$ cat config.mk
export PLATFORM = sky130hd
export DESIGN_NAME = flash_cmd_fsm
export DESIGN_NICKNAME = d
export VERILOG_FILES = /design/src/rtl/flash_cmd_pkg.sv /design/src/rtl/flash_cmd_decode.sv /design/src/rtl/flash_cmd_filter.sv /design/src/rtl/flash_mode_ctrl.sv /design/src/rtl/flash_cmd_fsm.sv
export SDC_FILE = /design/constraint.sdc
export NUM_CORES = 1
export LEC_CHECK = 0
export BUFFER_PORTS_ARGS = -buffer_cell sky130_fd_sc_hd__buf_2
export CAP_MARGIN = 20
export CORE_MARGIN = 2
export CORE_UTILIZATION = 40
export CTS_CLUSTER_SIZE = 12
export DETAILED_ROUTE_END_ITERATION = 8
export PLACE_DENSITY = 0.73
export SETUP_SLACK_MARGIN = 0.1
export SLEW_MARGIN = 5
export SYNTH_ARGS = -nofsm -noshare
export SYNTH_HDL_FRONTEND = slang
export SYNTH_SLANG_ARGS = --single-unit
$ cat constraint.sdc
create_clock -name clk_i -period 2 [get_ports clk_i]
set_input_delay 0.2 -clock clk_i [delete_from_list [all_inputs] [get_ports clk_i]]
set_output_delay 0.2 -clock clk_i [all_outputs]
set_load 0.02 [all_outputs]
$ cat src/rtl/flash_cmd_pkg.sv
package flash_cmd_pkg;
  typedef enum logic [2:0] {
    M_IDLE   = 3'd0,
    M_PSETUP = 3'd1,
    M_PRUN   = 3'd2,
    M_PSUSP  = 3'd3,
    M_ESETUP = 3'd4,
    M_ERUN   = 3'd5,
    M_ESUSP  = 3'd6
  } mode_e;

  typedef enum logic [3:0] {
    C_RD_ARRAY, C_RD_STAT, C_RD_QUERY, C_RD_PROT,
    C_CLR_ERR, C_PROG, C_ERASE, C_CONFIRM,
    C_SUSPEND, C_LOCK, C_OTHER
  } cmd_e;

  localparam logic [7:0] OP_RD_ARRAY = 8'hFF;
  localparam logic [7:0] OP_RD_STAT  = 8'h70;
  localparam logic [7:0] OP_RD_QUERY = 8'h98;
  localparam logic [7:0] OP_RD_PROT  = 8'h90;
  localparam logic [7:0] OP_CLR_ERR  = 8'h50;
  localparam logic [7:0] OP_PROG     = 8'h40;
  localparam logic [7:0] OP_ERASE    = 8'h20;
  localparam logic [7:0] OP_CONFIRM  = 8'hD0;
  localparam logic [7:0] OP_SUSPEND  = 8'hB0;
  localparam logic [7:0] OP_LOCK     = 8'h60;

  localparam logic [1:0] RS_ARRAY = 2'd0;
  localparam logic [1:0] RS_STAT  = 2'd1;
  localparam logic [1:0] RS_QUERY = 2'd2;
  localparam logic [1:0] RS_PROT  = 2'd3;

  function automatic logic is_read(cmd_e c);
    return (c == C_RD_ARRAY) || (c == C_RD_STAT) || (c == C_RD_QUERY) || (c == C_RD_PROT);
  endfunction
endpackage

$ cat src/rtl/flash_cmd_decode.sv
module flash_cmd_decode
  import flash_cmd_pkg::*;
#(
  parameter int DATA_W = 16,
  parameter int CMD_W  = 8
) (
  input  logic [DATA_W-1:0] data_i,
  output cmd_e              cmd_o
);
  localparam int UNUSED_W = DATA_W - CMD_W;

  logic [CMD_W-1:0] op;
  assign op = data_i[CMD_W-1:0];

  // upper lines carry no command information
  generate
    if (UNUSED_W > 0) begin : g_upper
      logic [UNUSED_W-1:0] upper_unused;
      assign upper_unused = data_i[DATA_W-1:CMD_W];
    end
  endgenerate

  always_comb begin
    unique case (op)
      OP_RD_ARRAY: cmd_o = C_RD_ARRAY;
      OP_RD_STAT:  cmd_o = C_RD_STAT;
      OP_RD_QUERY: cmd_o = C_RD_QUERY;
      OP_RD_PROT:  cmd_o = C_RD_PROT;
      OP_CLR_ERR:  cmd_o = C_CLR_ERR;
      OP_PROG:     cmd_o = C_PROG;
      OP_ERASE:    cmd_o = C_ERASE;
      OP_CONFIRM:  cmd_o = C_CONFIRM;
      OP_SUSPEND:  cmd_o = C_SUSPEND;
      OP_LOCK:     cmd_o = C_LOCK;
      default:     cmd_o = C_OTHER;
    endcase
  end
endmodule

$ cat src/rtl/flash_cmd_filter.sv
module flash_cmd_filter
  import flash_cmd_pkg::*;
(
  input  mode_e mode_i,
  input  cmd_e  cmd_i,
  output logic  accept_o
);
  always_comb begin
    accept_o = 1'b0;
    unique case (mode_i)
      M_IDLE:   accept_o = is_read(cmd_i) || (cmd_i == C_CLR_ERR) || (cmd_i == C_PROG) ||
                           (cmd_i == C_ERASE) || (cmd_i == C_LOCK);
      M_PSETUP: accept_o = 1'b1;  // data word, any value
      M_ESETUP: accept_o = (cmd_i == C_CONFIRM);
      M_PRUN,
      M_ERUN:   accept_o = (cmd_i == C_SUSPEND);
      M_PSUSP:  accept_o = is_read(cmd_i) || (cmd_i == C_PROG) || (cmd_i == C_CONFIRM);
      M_ESUSP:  accept_o = is_read(cmd_i) || (cmd_i == C_PROG) || (cmd_i == C_CONFIRM) ||
                           (cmd_i == C_LOCK);
      default:  accept_o = 1'b0;
    endcase
  end
endmodule

$ cat src/rtl/flash_mode_ctrl.sv
module flash_mode_ctrl
  import flash_cmd_pkg::*;
(
  input  logic       clk_i,
  input  logic       rst_ni,
  input  logic       wr_en_i,
  input  cmd_e       cmd_i,
  input  logic       accept_i,
  input  logic       done_i,
  output mode_e      mode_o,
  output logic       start_prog_o,
  output logic       start_erase_o,
  output logic       suspend_o,
  output logic       resume_o,
  output logic       seq_err_o,
  output logic [1:0] rd_sel_o
);
  mode_e      mode_q, mode_d;
  logic       nest_q, nest_d;
  logic       err_q, err_d;
  logic [1:0] rsel_q, rsel_d;
  logic [3:0] strb_d, strb_q;  // {prog, erase, suspend, resume}
  logic       running;

  assign running = (mode_q == M_PRUN) || (mode_q == M_ERUN);

  function automatic logic [1:0] rsel_of(cmd_e c, logic [1:0] cur);
    unique case (c)
      C_RD_ARRAY: return RS_ARRAY;
      C_RD_STAT:  return RS_STAT;
      C_RD_QUERY: return RS_QUERY;
      C_RD_PROT:  return RS_PROT;
      default:    return cur;
    endcase
  endfunction

  always_comb begin
    mode_d = mode_q;
    nest_d = nest_q;
    err_d  = err_q;
    rsel_d = rsel_q;
    strb_d = 4'b0000;
    if (done_i && running) begin
      rsel_d = RS_ARRAY;
      if (mode_q == M_PRUN && nest_q) begin
        mode_d = M_ESUSP;
        nest_d = 1'b0;
      end else begin
        mode_d = M_IDLE;
      end
    end else if (wr_en_i) begin
      if (!accept_i) begin
        err_d = 1'b1;
        if (mode_q == M_ESETUP) mode_d = M_IDLE;
      end else begin
        unique case (mode_q)
          M_IDLE: begin
            rsel_d = rsel_of(cmd_i, rsel_q);
            if (cmd_i == C_CLR_ERR) err_d = 1'b0;
            if (cmd_i == C_PROG) mode_d = M_PSETUP;
            if (cmd_i == C_ERASE) mode_d = M_ESETUP;
          end
          M_PSETUP: begin
            mode_d = M_PRUN;
            strb_d = 4'b1000;
          end
          M_ESETUP: begin
            mode_d = M_ERUN;
            strb_d = 4'b0100;
          end
          M_PRUN: begin
            mode_d = M_PSUSP;
            strb_d = 4'b0010;
          end
          M_ERUN: begin
            mode_d = M_ESUSP;
            strb_d = 4'b0010;
          end
          M_PSUSP: begin
            rsel_d = rsel_of(cmd_i, rsel_q);
            if (cmd_i == C_CONFIRM) begin
              mode_d = M_PRUN;
              strb_d = 4'b0001;
            end
          end
          M_ESUSP: begin
            rsel_d = rsel_of(cmd_i, rsel_q);
            if (cmd_i == C_CONFIRM) begin
              mode_d = M_ERUN;
              strb_d = 4'b0001;
            end else if (cmd_i == C_PROG) begin
              mode_d = M_PSETUP;
              nest_d = 1'b1;
            end
          end
          default: mode_d = M_IDLE;
        endcase
      end
    end
  end

  always_ff @(posedge clk_i or negedge rst_ni) begin
    if (!rst_ni) begin
      mode_q <= M_IDLE;
      nest_q <= 1'b0;
      err_q  <= 1'b0;
      rsel_q <= RS_ARRAY;
      strb_q <= 4'b0000;
    end else begin
      mode_q <= mode_d;
      nest_q <= nest_d;
      err_q  <= err_d;
      rsel_q <= rsel_d;
      strb_q <= strb_d;
    end
  end

  assign mode_o        = mode_q;
  assign seq_err_o     = err_q;
  assign rd_sel_o      = rsel_q;
  assign start_prog_o  = strb_q[3];
  assign start_erase_o = strb_q[2];
  assign suspend_o     = strb_q[1];
  assign resume_o      = strb_q[0];
endmodule

$ cat src/rtl/flash_cmd_fsm.sv
module flash_cmd_fsm
  import flash_cmd_pkg::*;
#(
  parameter int DATA_W = 16
) (
  input  logic              clk_i,
  input  logic              rst_ni,
  input  logic              wr_en_i,
  input  logic [DATA_W-1:0] wr_data_i,
  input  logic              done_i,
  output logic              start_prog_o,
  output logic              start_erase_o,
  output logic              suspend_o,
  output logic              resume_o,
  output logic [2:0]        mode_o,
  output logic              busy_o,
  output logic              susp_o,
  output logic              seq_err_o,
  output logic [1:0]        rd_sel_o
);
  localparam int CMD_W = 8;

  cmd_e  cmd;
  logic  accept;
  mode_e mode;

  flash_cmd_decode #(.DATA_W(DATA_W), .CMD_W(CMD_W)) u_decode (
    .data_i (wr_data_i),
    .cmd_o  (cmd)
  );

  flash_cmd_filter u_filter (
    .mode_i   (mode),
    .cmd_i    (cmd),
    .accept_o (accept)
  );

  flash_mode_ctrl u_ctrl (
    .clk_i         (clk_i),
    .rst_ni        (rst_ni),
    .wr_en_i       (wr_en_i),
    .cmd_i         (cmd),
    .accept_i      (accept),
    .done_i        (done_i),
    .mode_o        (mode),
    .start_prog_o  (start_prog_o),
    .start_erase_o (start_erase_o),
    .suspend_o     (suspend_o),
    .resume_o      (resume_o),
    .seq_err_o     (seq_err_o),
    .rd_sel_o      (rd_sel_o)
  );

  assign mode_o = mode;
  assign busy_o = (mode == M_PRUN) || (mode == M_ERUN);
  assign susp_o = (mode == M_PSUSP) || (mode == M_ESUSP);
endmodule

# After elaboration in Yosys (flattened, before gate mapping)
# Cells that the tools add are included.
# op_classes
n_bitwise	1
mux	32
n_eq_ne	30
reduce_logical	30
# ops
cell	n
$eq A8 B8 Y1 const B	5
$pmux W4 S10	1
$eq A8 B7 Y1 const B	4
$mux W3	9
$pmux W3 S7	1
$eq A4 B3 Y1 const B	4
$pmux W4 S4	1
$logic_or A1 B1 Y1	12
$mux W4	3
$mux W1	11
$reduce_bool A2 Y1	5
$eq A3 B3 Y1 const B	3
$eq A4 B2 Y1 const B	2
$eq A4 B4 Y1 const B	2
$eq A8 B6 Y1 const B	1
$mux W2	4
$pmux W2 S4	1
$reduce_and A4 Y1	2
$eq A3 B2 Y1 const B	2
$ne A2 B2 Y1 const B	3
$pmux W1 S6	1
$reduce_and A6 Y1	1
$reduce_bool A5 Y1	1
$eq A4 B1 Y1 const B	1
other kinds (11)	13
# totals
input_bits	20
register_bits	11

# Longest topological paths before layout
# depth
depth_word	14
mapped_depth	8

# Cells and area by module
# Synthesis repeated with hierarchy kept, for this count alone.
# hier_totals
cells_unflattened	122
area_unflattened_um2	1042.2
# modules_own_cells
module	seq_area_each_um2	area_each_um2	instances	cells_per_inst
flash_mode_ctrl	275.3	724.4	1	74
flash_cmd_decode	0.0	176.4	1	25
flash_cmd_filter	0.0	110.1	1	18
flash_cmd_fsm	0.0	31.3	1	5

# Worst setup path before layout
# OpenSTA, ideal clock, no wires.
# synth_path
path_type	register -> register
start	register u_ctrl.mode_q[1] (netlist: u_ctrl.mode_o[1])
end	register u_ctrl.mode_q[0] (netlist: u_ctrl.mode_o[0])
t_required_ns	1.872
t_arrival_ns	2.208
path_stages_with_launch	9
period_less_slack_ns	2.336
slack_ns	-0.336
n_path_buf	1
setup_time_ns	0.128
cell_sequence	dfrtp_1 > buf_2 > nor3b_1 > a21o_1 > nand2_1 > o211ai_1 > nor3_1 > nor3_2 > mux2_1
# synth_via
elab_cells_between_ends	19
classes_between	7 x eq/ne; 5 x mux; 7 x reduce/logical
# synth_rtl
item	line	source
start, declared	flash_mode_ctrl.sv:18	mode_e mode_q, mode_d;
start signal, assigned	flash_mode_ctrl.sv:110	mode_q <= mode_d;
$eq A3 B2 Y1 or $eq A3 B3 Y1 (tied branches)	n/a	
$logic_or A1 B1 Y1 *	n/a	
named net busy_o	flash_cmd_fsm.sv:16	output logic busy_o,
$logic_and A1 B1 Y1 *	flash_mode_ctrl.sv:43	if (done_i && running) begin
$ne A4 B4 Y1 (no line), or another cell as far along	n/a	
$reduce_and A3 Y1 (no line)	n/a	
# The timed path passes the listed nets; every way through them passes the cells marked *. The select of a mux whose other input is x is not followed.
# A chain may end at the register's enable or synchronous reset.

# Worst setup path in the final report
# layout_path
start	register u_ctrl.mode_q[2] (netlist: u_ctrl.mode_o[2])
end	register u_ctrl.mode_q[2] (netlist: u_ctrl.mode_o[2])
# layout_via
elab_chain_cells	6
elab_cells_between_ends	24
classes_between	7 x eq/ne; 9 x mux; 8 x reduce/logical
# layout_rtl
item	line	source
$eq A3 B2 Y1, or another cell as far along	n/a	
$reduce_or A2 Y1 (no line), or another cell as far along	n/a	
$pmux W1 S6 or $pmux W3 S7 (tied branches)	flash_cmd_filter.sv:10, flash_mode_ctrl.sv:56	
$mux W3	flash_mode_ctrl.sv:52	if (!accept_i) begin
$mux W3	flash_mode_ctrl.sv:51	end else if (wr_en_i) begin
$mux W3	flash_mode_ctrl.sv:43	
# Several ways; a longest one is shown, not always the timed one. The select of a mux whose other input is x is not followed.

==> out/results.ini <==
[power]
swShare_pct=30.0
power_density_nw_per_um2=316
switchingPower_w=0.000157
clkPwrFrac_pct=30.0
vdd_drop_max_mv=0.423
p_int_w=0.000367
total_power_w=0.000524
seqPwrFrac_pct=44.6
p_comb_share_pct=25.4
p_leak_nw=0.741

[layout]
area_delta_synth_final_pct=63.8
final_common_cell=buf_4
final_nets=207
drive_gt1_share_pct=56.5
antenna_cells=0
final_cells=216
layout_common_cells=buf_4, buf_2, nand2_1, dfrtp_1, o21ai_0

[timing]
finalSetupViolCount=4
finalCritPeriodShare_pct=105
setup_slack_ns=-0.105
finalHoldViolCount=0
slew_headroom_pct=75.0
fmax_mhz=475
finalCriticalPeriod_ns=2.10
tightest_slew_ns=0.372
skew_ns=0.00654
rsz0062_at_grt=true
slew_viol_final=0

[setup_path]
crit_path_start=u_ctrl.mode_o[2]
r2r_end=u_ctrl.mode_o[2]
arrival_ns=2.27
endpoint=u_ctrl.mode_o[2]
worstRegToRegCells=9
reg2reg_slack_ns=-0.10
worstPathRequired_ns=2.17
critPathKind=flip-flop to flip-flop
crit_path_end_kind=flip-flop
critPathLaunchType=flip-flop
crit-reg2reg-launch=u_ctrl.mode_o[2]
cp_max_fo=5

[clock_network]
clk_pin_slew_worst_paths_ns=0.07
htree_levels=1
numCtsBuffers=3
clock_sinks=11
clkLatencyLatePin_ns=0.28
clock-root-buffer=clkbuf_4
cts_buffer_depth=2
cts_tree=built

[grt]
gr-total-overflow=0
grt_pass1_vias=1196
grt_start_max_net_pins=14
grt_pass1_wl_um=5410
antenna_found_initial=0
gr-usage-all-layers_pct=25.5

[job]
maxCapViolCount=0

[route]
drtIter0Drc=25
dr.pass1.iters=4
avgViaCountPerCell=5.81
drc=0
wl_um=3490
ant_nets=0
num_vias=1254
wl_per_cell_um=16.1

[floorplan]
die_x_um=54.3
design.die.area_um2=2950
num_io_pins=32
row_count=18
core_area_um2=2430
die_y_um=54.3
start_util_pct=41.6

[place]
dp_hpwl_um=2560
dp.cells=204
place_congestion=0.892
port_buffers=23

[yosys]
synth_enable_flop_cells=0
ys_async_sr_fraction_pct=100
synthCells=120
ys_ff_latch=11
ys.flop_type=dfrtp_1
ys_seq_area_share_pct=27.2
synth.net_count=140
synth_top_cell_by_area=dfrtp_1
ys_types=52
yosysWarnings=0
synth_area_um2=1010
avgSynthCellArea_um2=8.44
synth.area.top_cells=dfrtp_1, nor2b_1, nand2_1, o21ai_0, mux2_1
synth_top_cell_area_share_pct=27.2

[status]
status=finished with violations
violations=setup timing

[worst_hold_path]
hp-class=input port to flip-flop

==> layout make-up <==
class                           count  area, um2
Clock buffer                        4       26.3
Fill cell                         205        774
Inverter                            1       3.75
Multi-Input combinational cell     99        817
Sequential cell                    11        279
Tap cell                           30       37.5
Timing Repair Buffer               71        494
==> cell usage after synthesis, drive strengths merged (3+ instances only) <==
master and instances:
dfrtp 11, nand2 11, o21ai 10, buf 7, nor2b 7, nor2 6, nor3 6, a21oi 4
nand3 4, a31oi 3, mux2 3, nand4 3, nor3b 3
==> state kept, by name (all words and copies together), names as in the netlist <==
name              count
u_ctrl.strb_q         4
u_ctrl.mode_o         3
u_ctrl.nest_q         1
u_ctrl.rd_sel_o       2
u_ctrl.seq_err_o      1
==> power groups by stage <==
stage               clock network [W]  logic [W]  registers (W)
finish                       0.000157   0.000133       0.000234
global route                 0.000172   0.000145       0.000234
CTS                          0.000156   0.000131       0.000233
detailed placement                  0   0.000129       0.000237
global placement                    0   0.000124       0.000236
floorplan                           0  0.0000545       0.000245
==> cells by family (layout without fill, tap and decap cells) <==
| group | Yosys count | count (layout) | synth area share, % |
|---|---|---|---|
| AOI/OAI and AO/OA | 38 | 38 | 28.7 |
| xor gates and xnor gates | 2 | 2 | 1.73 |
| buffers and inverters | 10 | 76 | 5.44 |
| DFF | 11 | 11 | 27.2 |
| muxes | 4 | 4 | 4.33 |
| and+or+nand+nor | 55 | 55 | 32.6 |
==> metrics by stage <==
step	worst slack (ns)	area, um2	hold WS, ns	TNS [ns]	utilization [%]
after detailed placement	-0.225	1440	0.0763	-0.947	59.2
final	-0.105	1660	0.189	-0.265	68.2
after global placement	-0.155	1440	0.0724	-0.563	59.2
after floorplan	-0.0142	1050	-0.0956	-0.0412	-
after global routing	-0.201	1660	0.196	-0.752	68.2
after CTS	-0.0279	1580	0.184	-0.100	64.9
==> worst max-delay path, stage by stage (launching register included) <==
cell     delay (ns)
dfrtp_2        0.46
buf_4          0.16
nor2b_4        0.04
and2_4         0.17
o21ai_4        0.16
a31oi_4        0.12
nor3_2         0.31
buf_4          0.18
o21ai_0        0.11
mux2_4         0.28
==> routing by layer <==
| metal | GRT usage [%] | wire length [um] |
|---|---|---|
| met3 | 1.91 | 142 |
| met5 | 0 | 0 |
| met1 | 28.7 | 1380 |
| met4 | 12.1 | 101 |
| met2 | 48.0 | 1860 |
==> worst min-delay path by stage <==
stage          startpoint                 end  depth (start not counted)
3_3_place_gp       rst_ni    u_ctrl.strb_q[2]                          1
6_report           done_i  u_ctrl.rd_sel_o[1]                          2
3_5_place_dp       rst_ni    u_ctrl.strb_q[0]                          1
4_1_cts            done_i  u_ctrl.rd_sel_o[1]                          2
2_1_floorplan      rst_ni    u_ctrl.mode_o[0]                          0
5_1_grt            done_i  u_ctrl.rd_sel_o[1]                          2
==> what timing repair did <==
action	4_1_cts	5_1_grt
resized for setup	15	8
setup buffers	4	3
setup endpoints to repair	5	9
pin swaps	7	7
hold endpoints to repair	11	0
gates cloned	0	0
hold buffers	1	0
Note: power is estimated with default switching activity, not from simulation.
